File: config.mk
export PLATFORM = sky130hd
export DESIGN_NAME = socket_vec_engine
export DESIGN_NICKNAME = d
export VERILOG_FILES = /design/src/rtl/socket_vec_pkg.sv /design/src/rtl/sv_seq.sv /design/src/rtl/sv_pin_drive.sv /design/src/rtl/sv_compare.sv /design/src/rtl/socket_vec_engine.sv
export SDC_FILE = /design/constraint.sdc
export NUM_CORES = 1
export LEC_CHECK = 0
export BUFFER_PORTS_ARGS = -buffer_cell sky130_fd_sc_hd__buf_2
export CAP_MARGIN = 0
export CORE_UTILIZATION = 50
export CTS_CLUSTER_DIAMETER = 100
export DETAILED_ROUTE_END_ITERATION = 10
export GPL_TIMING_DRIVEN = 0
export PLACE_DENSITY = 0.89
export SLEW_MARGIN = 20
export SYNTH_ARGS = -nofsm -noshare
export SYNTH_HDL_FRONTEND = slang
export SYNTH_SLANG_ARGS = --single-unit
File: constraint.sdc
create_clock -name clk_i -period 1.68 [get_ports clk_i]
set_input_delay 0.336 -clock clk_i [delete_from_list [all_inputs] [get_ports clk_i]]
set_output_delay 0.336 -clock clk_i [all_outputs]
set_load 0.01 [all_outputs]
File: src/rtl/socket_vec_pkg.sv
`timescale 1ns/1ps
package socket_vec_pkg;
  typedef enum logic [2:0] {
    ST_IDLE,
    ST_SET1,
    ST_PULSE,
    ST_SET2,
    ST_SAMPLE
  } seq_st_e;
endpackage

File: src/rtl/sv_seq.sv
`timescale 1ns/1ps
module sv_seq import socket_vec_pkg::*; #(
  parameter int CNT_W = 8
) (
  input  logic             clk_i,
  input  logic             rst_ni,
  input  logic             accept_i,
  input  logic             pulse_req_i,
  input  logic [CNT_W-1:0] settle_i,
  input  logic [CNT_W-1:0] pw_i,
  output logic             ready_o,
  output logic             pulse_on_o,
  output logic             sample_o
);
  seq_st_e          st_q, st_d;
  logic [CNT_W-1:0] cnt_q;

  always_comb begin
    st_d = st_q;
    unique case (st_q)
      ST_IDLE:   if (accept_i) st_d = ST_SET1;
      ST_SET1:   if (cnt_q == settle_i) st_d = pulse_req_i ? ST_PULSE : ST_SAMPLE;
      ST_PULSE:  if (cnt_q == pw_i) st_d = ST_SET2;
      ST_SET2:   if (cnt_q == settle_i) st_d = ST_SAMPLE;
      ST_SAMPLE: st_d = ST_IDLE;
      default:   st_d = ST_IDLE;
    endcase
  end

  always_ff @(posedge clk_i or negedge rst_ni) begin
    if (!rst_ni) begin
      st_q  <= ST_IDLE;
      cnt_q <= '0;
    end else begin
      st_q  <= st_d;
      cnt_q <= (st_d != st_q) ? '0 : cnt_q + 1'b1;
    end
  end

  assign ready_o    = (st_q == ST_IDLE);
  assign pulse_on_o = (st_q == ST_PULSE);
  assign sample_o   = (st_q == ST_SAMPLE);
endmodule

File: src/rtl/sv_pin_drive.sv
`timescale 1ns/1ps
module sv_pin_drive #(
  parameter int NPINS   = 20,
  parameter int GND_W   = 2,
  parameter int GND_IDX = 6
) (
  input  logic             loaded_i,
  input  logic [NPINS-1:0] dir_i,
  input  logic [NPINS-1:0] drv_i,
  input  logic [NPINS-1:0] mask_i,
  input  logic [GND_W-1:0] gnd_sel_i,
  input  logic             pulse_on_i,
  output logic [NPINS-1:0] oe_o,
  output logic [NPINS-1:0] drv_o,
  output logic [NPINS-1:0] sense_o
);
  localparam int GND_N = 1 << GND_W;

  logic [NPINS-1:0] is_gnd;

  for (genvar i = 0; i < NPINS; i++) begin : g_pin
    if (i >= GND_IDX && i < GND_IDX + GND_N) begin : g_gnd
      assign is_gnd[i] = (gnd_sel_i == GND_W'(i - GND_IDX));
    end else begin : g_sig
      assign is_gnd[i] = 1'b0;
    end
    // ground wins over direction, level and pulse
    assign oe_o[i]    = loaded_i & (dir_i[i] | is_gnd[i]);
    assign drv_o[i]   = oe_o[i] & ~is_gnd[i] & (drv_i[i] | (pulse_on_i & mask_i[i]));
    assign sense_o[i] = ~(dir_i[i] | is_gnd[i]);
  end
endmodule

File: src/rtl/sv_compare.sv
`timescale 1ns/1ps
module sv_compare #(
  parameter int NPINS = 20
) (
  input  logic             clk_i,
  input  logic             rst_ni,
  input  logic             sample_i,
  input  logic             grp_clr_i,
  input  logic [NPINS-1:0] pins_i,
  input  logic [NPINS-1:0] exp_i,
  input  logic [NPINS-1:0] sense_i,
  output logic             done_o,
  output logic             pass_o,
  output logic [NPINS-1:0] mism_o,
  output logic [NPINS-1:0] grp_mism_o
);
  logic [NPINS-1:0] mism_d, mism_q, grp_q;
  logic             done_q;

  assign mism_d = (pins_i ^ exp_i) & sense_i;

  always_ff @(posedge clk_i or negedge rst_ni) begin
    if (!rst_ni) begin
      mism_q <= '0;
      grp_q  <= '0;
      done_q <= 1'b0;
    end else begin
      done_q <= sample_i;
      if (sample_i) begin
        mism_q <= mism_d;
        grp_q  <= grp_q | mism_d;
      end else if (grp_clr_i) begin
        grp_q  <= '0;
      end
    end
  end

  assign done_o     = done_q;
  assign mism_o     = mism_q;
  assign pass_o     = ~|mism_q;
  assign grp_mism_o = grp_q;
endmodule

File: src/rtl/socket_vec_engine.sv
`timescale 1ns/1ps
module socket_vec_engine #(
  parameter int NPINS        = 20,
  parameter int CNT_W        = 8,
  parameter int GND_W        = 2,
  parameter int GND_BASE_PIN = 7
) (
  input  logic             clk_i,
  input  logic             rst_ni,
  input  logic             grp_start_i,
  input  logic             vec_valid_i,
  output logic             vec_ready_o,
  input  logic [NPINS-1:0] vec_dir_i,
  input  logic [NPINS-1:0] vec_drv_i,
  input  logic [NPINS-1:0] vec_exp_i,
  input  logic [NPINS-1:0] vec_clk_mask_i,
  input  logic [GND_W-1:0] vec_gnd_sel_i,
  input  logic [CNT_W-1:0] settle_cnt_i,
  input  logic [CNT_W-1:0] pulse_w_i,
  output logic             busy_o,
  output logic             vec_done_o,
  output logic             vec_pass_o,
  output logic [NPINS-1:0] vec_mism_o,
  output logic [NPINS-1:0] grp_mism_o,
  output logic             grp_pass_o,
  output logic [NPINS-1:0] pin_oe_o,
  output logic [NPINS-1:0] pin_drv_o,
  input  logic [NPINS-1:0] pin_in_i
);
  localparam int GND_IDX = GND_BASE_PIN - 1;

  logic [NPINS-1:0] dir_q, drv_q, exp_q, mask_q, sense;
  logic [GND_W-1:0] gnd_q;
  logic [CNT_W-1:0] settle_q, pw_q;
  logic             loaded_q, ready, accept, pulse_on, sample;

  assign accept = vec_valid_i & ready;

  always_ff @(posedge clk_i or negedge rst_ni) begin
    if (!rst_ni) begin
      dir_q    <= '0;
      drv_q    <= '0;
      exp_q    <= '0;
      mask_q   <= '0;
      gnd_q    <= '0;
      settle_q <= '0;
      pw_q     <= '0;
      loaded_q <= 1'b0;
    end else if (accept) begin
      dir_q    <= vec_dir_i;
      drv_q    <= vec_drv_i;
      exp_q    <= vec_exp_i;
      mask_q   <= vec_clk_mask_i;
      gnd_q    <= vec_gnd_sel_i;
      settle_q <= settle_cnt_i;
      pw_q     <= pulse_w_i;
      loaded_q <= 1'b1;
    end
  end

  sv_seq #(.CNT_W(CNT_W)) u_seq (
    .clk_i       (clk_i),
    .rst_ni      (rst_ni),
    .accept_i    (accept),
    .pulse_req_i (|mask_q),
    .settle_i    (settle_q),
    .pw_i        (pw_q),
    .ready_o     (ready),
    .pulse_on_o  (pulse_on),
    .sample_o    (sample)
  );

  sv_pin_drive #(.NPINS(NPINS), .GND_W(GND_W), .GND_IDX(GND_IDX)) u_pins (
    .loaded_i   (loaded_q),
    .dir_i      (dir_q),
    .drv_i      (drv_q),
    .mask_i     (mask_q),
    .gnd_sel_i  (gnd_q),
    .pulse_on_i (pulse_on),
    .oe_o       (pin_oe_o),
    .drv_o      (pin_drv_o),
    .sense_o    (sense)
  );

  sv_compare #(.NPINS(NPINS)) u_cmp (
    .clk_i      (clk_i),
    .rst_ni     (rst_ni),
    .sample_i   (sample),
    .grp_clr_i  (grp_start_i & ready),
    .pins_i     (pin_in_i),
    .exp_i      (exp_q),
    .sense_i    (sense),
    .done_o     (vec_done_o),
    .pass_o     (vec_pass_o),
    .mism_o     (vec_mism_o),
    .grp_mism_o (grp_mism_o)
  );

  assign vec_ready_o = ready;
  assign busy_o      = ~ready;
  assign grp_pass_o  = ~|grp_mism_o;
endmodule

== Word level (Yosys, flattened, before mapping) ==
Index checks and enable logic that the tools add are counted.
W data, S select, Z words.
Word-level totals
  flip-flop bits (word level): 151
  latch bits: 0
  memory bits (writable): 0
  ROM bits: 0
  input bits: 122
  output and inout bits: 85
  logic and storage cells: 159
  memories: 0
Cells by class
  $add $sub $neg: 1
  $mul: 0
  div/mod/pow operators: 0
  order comparisons: 0
  eq/ne operators: 10
  shift operators: 0
  muxes and demuxes: 9
  bitwise operators: 118
  reduce and logical (&&, ||, !) cells: 8
Operator list (number)
  $and A1 B1 Y1: 66
  $reduce_or A20 Y1: 3
  $mux W20: 2
  $not A1 Y1: 25
  $or A1 B1 Y1: 24
  $and A20 B20 Y20: 1
  $or A20 B20 Y20: 1
  $xor A20 B20 Y20: 1
  $eq A8 B8 Y1: 2
  $mux W3: 5
  $pmux W3 S4: 1
  $add A8 B1 Y8 const B: 1
  $mux W8: 1
  $eq A3 B2 Y1 const B: 2
  $eq A2 B2 Y1 const B: 2
  $eq A3 B1 Y1 const B: 1
  $eq A3 B3 Y1 const B: 1
  $logic_not A3 Y1: 1
  $ne A3 B3 Y1: 1
  $eq A2 B1 Y1 const B: 1
  $logic_not A1 Y1: 2
  $logic_not A2 Y1: 1
  $reduce_bool A2 Y1: 1

== Depth between registers and ports, before layout ==
  depth after elaboration: 6
  depth in mapped cells: 6
  gate-level depth less buffers: 5

== Hierarchy ==
Synthesis repeated with hierarchy kept, for this count alone.
Second synthesis, totals
  cells, all modules: 576
  area total of the unflattened synthesis: 7447.1 um^2
By module, submodules not included
  socket_vec_engine: instances 1, cells each 227, area each 4281.6 um^2, sequential area each 2477.4 um^2
  sv_compare: instances 1, cells each 178, area each 1741.7 um^2, sequential area each 1026.0 um^2
  sv_seq: instances 1, cells each 80, area each 825.8 um^2, sequential area each 275.3 um^2
  sv_pin_drive: instances 1, cells each 91, area each 598.1 um^2, sequential area each 0.0 um^2

== Worst setup path before layout ==
No wires, ideal clock.
  path kind: register to output
  from: register u_seq.st_q[2]
  to: output port pin_drv_o[7]
  arrival time: 1.498 ns
  data required time: 1.344 ns
  setup slack: -0.154 ns
  cell stages (with the launch flop): 5
  buffers on the path: 1
  path through: dfrtp_1 > nor3b_2 > buf_2 > a21oi_1 > a2111oi_0
On the way
  word-level cells in the longest chain between the ends: 4
Ends and longest elaborated chain
  from (decl): RTL line sv_seq.sv:15  | seq_st_e st_q, st_d;
  from (signal assigned): RTL line sv_seq.sv:35  | st_q <= st_d;
  $eq A3 B2 Y1: RTL line sv_seq.sv:41  | assign pulse_on_o = (st_q == ST_PULSE);
  $and A1 B1 Y1: RTL line sv_pin_drive.sv:29  | assign drv_o[i] = oe_o[i] & ~is_gnd[i] & (drv_i[i] | (pulse_on_i & mask_i[i]));
  $or A1 B1 Y1: RTL line sv_pin_drive.sv:29
  $and A1 B1 Y1: RTL line sv_pin_drive.sv:29
  to (decl): RTL line socket_vec_engine.sv:27  | output logic [NPINS-1:0] pin_drv_o,
No other way between the ends.

== Final worst setup path ==
  from: register u_seq.st_q[0]
  to: output port pin_drv_o[8]
Same word-level chain as after synthesis.

==> metrics.md <==
| Metric | Value |
|---|---|
| Met2 Usage GRT | 52.2% |
| Post-synth EDFFs | 0 |
| # diodes | 0 |
| Logic pwr share | 37.9% |
| GRT Max-Usage Layer | met2 |
| Switching pwr | 5.97 mW |
| Synth Flop Type | dfrtp_1 |
| Sequential Power Share | 38.9% |
| Pre-antenna DRT Iters | 5 |
| Worst Hold Class | input port to flip-flop |
| Ys Warns | 0 |
| Cell area power density | 1710 mW/mm2 |
| Largest net degree at the start of global routing | 84 |
| Die W | 117 um |
| Core Area | 0.0128 mm2 |
| Sw frac | 37.2% |
| Pre-CTS WS | -0.378 ns |
| Ys async rst share | 100% |
| Drt total wl | 21.1 mm |
| Max VDD drop | 1040 uV |
| # setup viols final | 134 |
| Power consumption | 16.0 mW |
| CTS sink count | 151 |
| First-pass GRT wire length | 32.4 mm |
| Initial DRC Count | 384 |
| Clock Path Buffers | 2 |
| DIE AREA | 0.0138 mm2 |
| Dpl hpwl | 14.4 mm |
| Status | finished, violations left |
| Antenna-violating nets left | 0 |
| Die Height | 117 um |
| GRT overflow | 0 |
| PortBufs | 206 |
| Layout area overhead | 40.9% |
| Fin nets | 1103 |
| Leakage | 4.94 nW |
| Worst path arrival time | 1.82 ns |
| Final hold vios | 0 |
| Final Util | 73.3% |
| Crit end category | output pin |
| Worst-path fanout max | 7 |
| GR Util met1 | 37.1% |
| Initial Util | 52.0% |
| Max-slew headroom | 63.9% |
| Sequential element share of the synthesized area | 56.8% |
| CP startpoint kind | flip-flop |
| Proportion of layout cells with a drive suffix above 1 | 37.8% |
| Clock-pin slew on the worst setup and hold paths | 0.06 ns |
| Failing checks | setup timing |
| Global Route Usage Sum | 30.9% |
| Vias per inst | 5.34 |
| Clk Latency, worst-skew pair | 0.43 ns |
| Fillers | 910 |
| Post-synth cell types | 37 |
| CTS tree | built |
| I/O pin cnt | 207 |
| Clk pwr share | 23.2% |
| Worst slew pin tran | 0.541 ns |
| Placed insts | 1099 |
| DRC Markers | 0 |
| Cell Int Power | 10.1 mW |
| Critical Path RT | 1.34 ns |
| Final Worst Setup Slack | -0.474 ns |
| Register area | 0.00379 mm2 |
| Routed len/inst | 18.1 um |
| Min Tclk post-route | 2.15 ns |
| RSZ-0062 raised after global routing | yes |
| Worst hold slack | 0.0950 ns |
| Max_cap viols | 0 |
| Pins Over Slew Limit | 0 |
| Mapped Area | 0.00665 mm2 |
| Antenna violations before repair | 0 |
| Global routing usage on met3 | 8.71% |
| Yosys reg bits | 151 |
| Non-Filler Instances | 1165 |
| Worst clock skew | 0.00511 ns |
| Vias in the first global route | 6264 |
| Routed via count | 6222 |
| Final worst path period share | 128% |
| RD Place Congestion | 0.899 |
| Row cnt | 41 |
| Post-Synthesis Cells | 720 |
| Post-synthesis area per instance | 9.23 um2 |
| Net count after synthesis | 843 |
| Root Buffer | clkbuf_16 |
| Fmax | 0.464 GHz |
| Footprint of the multi-input gates | 0.00301 mm2 |
| Clock H-tree levels | 4 |
| Worst Setup Path Type | flip-flop to output pin |
| CTS buffer count | 17 |
==> power groups by stage <==
stage                     Clock [mW]  Combinational [mW]  Sequential, mW
after global routing            3.89                6.58            6.36
after detailed placement           0                4.79            6.07
after global placement             0                4.62            6.00
after floorplan                    0                3.08            5.86
final                           3.72                6.07            6.24
after CTS                       3.73                5.61            6.09
==> registers in the layout (all words and copies together), names as in the netlist, 8 cells and up <==
name	cells
drv_q	20
pw_q	8
mask_q	20
dir_q	20
u_seq.cnt_q	8
u_cmp.grp_mism_o	20
u_cmp.mism_o	20
exp_q	20
settle_q	8
==> final cells by class <==
type	count	area share, %
inverters	8	0.321
plain buffers	33	3.49
clock inverters	13	1.40
multi-input cells	528	32.1
clock buffers	19	4.73
repair buffers	241	15.3
flip-flops and latches	151	40.4
well taps	172	2.30
==> through the flow <==
stage	TNS, ns	area (um2)
6_report	-20.94	9370
2_1_floorplan	0	6660
3_5_place_dp	-12.80	7940
4_1_cts	-8.55	9070
5_1_grt	-26.31	9370
3_3_place_gp	-287.41	7910
==> cell families (layout without fill, tap and decap cells) <==
logic type / Yosys count / count (layout) / synth area share [%]
XOR/XNOR: 42 / 42 / 5.53
AND/OR/NAND/NOR: 401 / 401 / 25.7
AO/OA/AOI/OAI: 82 / 83 / 8.26
adder cells (fa/ha/maj): 1 / 1 / 0.188
buffers and inverters: 42 / 314 / 3.35
multiplexers: 1 / 1 / 0.151
flip-flops: 151 / 151 / 56.8
==> placed cells by master, fill, tap and decap left out, drive strengths merged, types with 10 or more instances in the layout <==
| cell type | synthesis | final |
|---|---|---|
| a21o | 19 | 19 |
| a21oi | 30 | 30 |
| and2 | 19 | 19 |
| buf | 20 | 260 |
| clkbuf | 14 | 32 |
| dfrtp | 151 | 151 |
| nand2 | 300 | 300 |
| nand3 | 10 | 10 |
| nor2 | 11 | 11 |
| nor2b | 16 | 16 |
| nor3 | 19 | 19 |
| nor4 | 15 | 15 |
| o21a | 19 | 19 |
| xnor2 | 35 | 35 |
==> per-layer routing <==
metal	part of all wire [%]	wire [um]
met1	39	8260
met2	49	10400
met3	7.8	1650
met4	4.2	886
met5	0	0
==> critical path, cell delays in order, from the launching register on <==
cell	delay, ns
dfrtp_2	0.44
nor3b_4	0.28
buf_6	0.19
a21oi_4	0.07
a2111oi_2	0.20
buf_2	0.21
==> Yosys cell counts (2+ instances only) <==
cell       count  share of area (%)
nand2_1      300                 17
dfrtp_1      151                 57
xnor2_1       35                4.6
a21oi_1       30                2.3
a21o_1        19                2.1
and2_1        19                1.8
o21a_1        19                2.1
nor3_1        18                1.4
nor2b_1       16                1.5
nor4_1        15                1.4
clkbuf_1      13               0.73
buf_4         11                1.2
nor2_1        11               0.62
nand3_1       10               0.75
inv_1          7               0.40
xor2_1         7               0.92
buf_2          6               0.45
o21ai_0        5               0.38
and3_1         4               0.38
nand4_1        4               0.38
a2111oi_0      2               0.26
a21boi_1       2               0.23
buf_6          2               0.34
==> what timing repair did <==
item                                   CTS  global route
setup endpoints to repair              148           177
pin swaps                               15            15
resized for setup                       93            61
gates cloned                             1             1
hold buffers                             1             0
endpoints found under the hold margin   68             0
buffers inserted                        25             9
==> path summary, 6_finish.rpt <==
check	startpoint	endpoint	slack, ns	depth (start not counted)
min in group asynchronous	rst_ni	mask_q[3]	0.45	2
setup reg to reg	u_seq.st_q[0]	exp_q[6]	-0.16	9
hold reg to reg	drv_q[9]	drv_q[9]	0.48	2
hold / removal	vec_exp_i[5]	exp_q[5]	0.09	3
max in group asynchronous	rst_ni	u_cmp.mism_o[10]	0.41	3
setup / recovery	u_seq.st_q[0]	pin_drv_o[8]	-0.47	5
No activity file was read; power rests on OpenSTA's default activity.
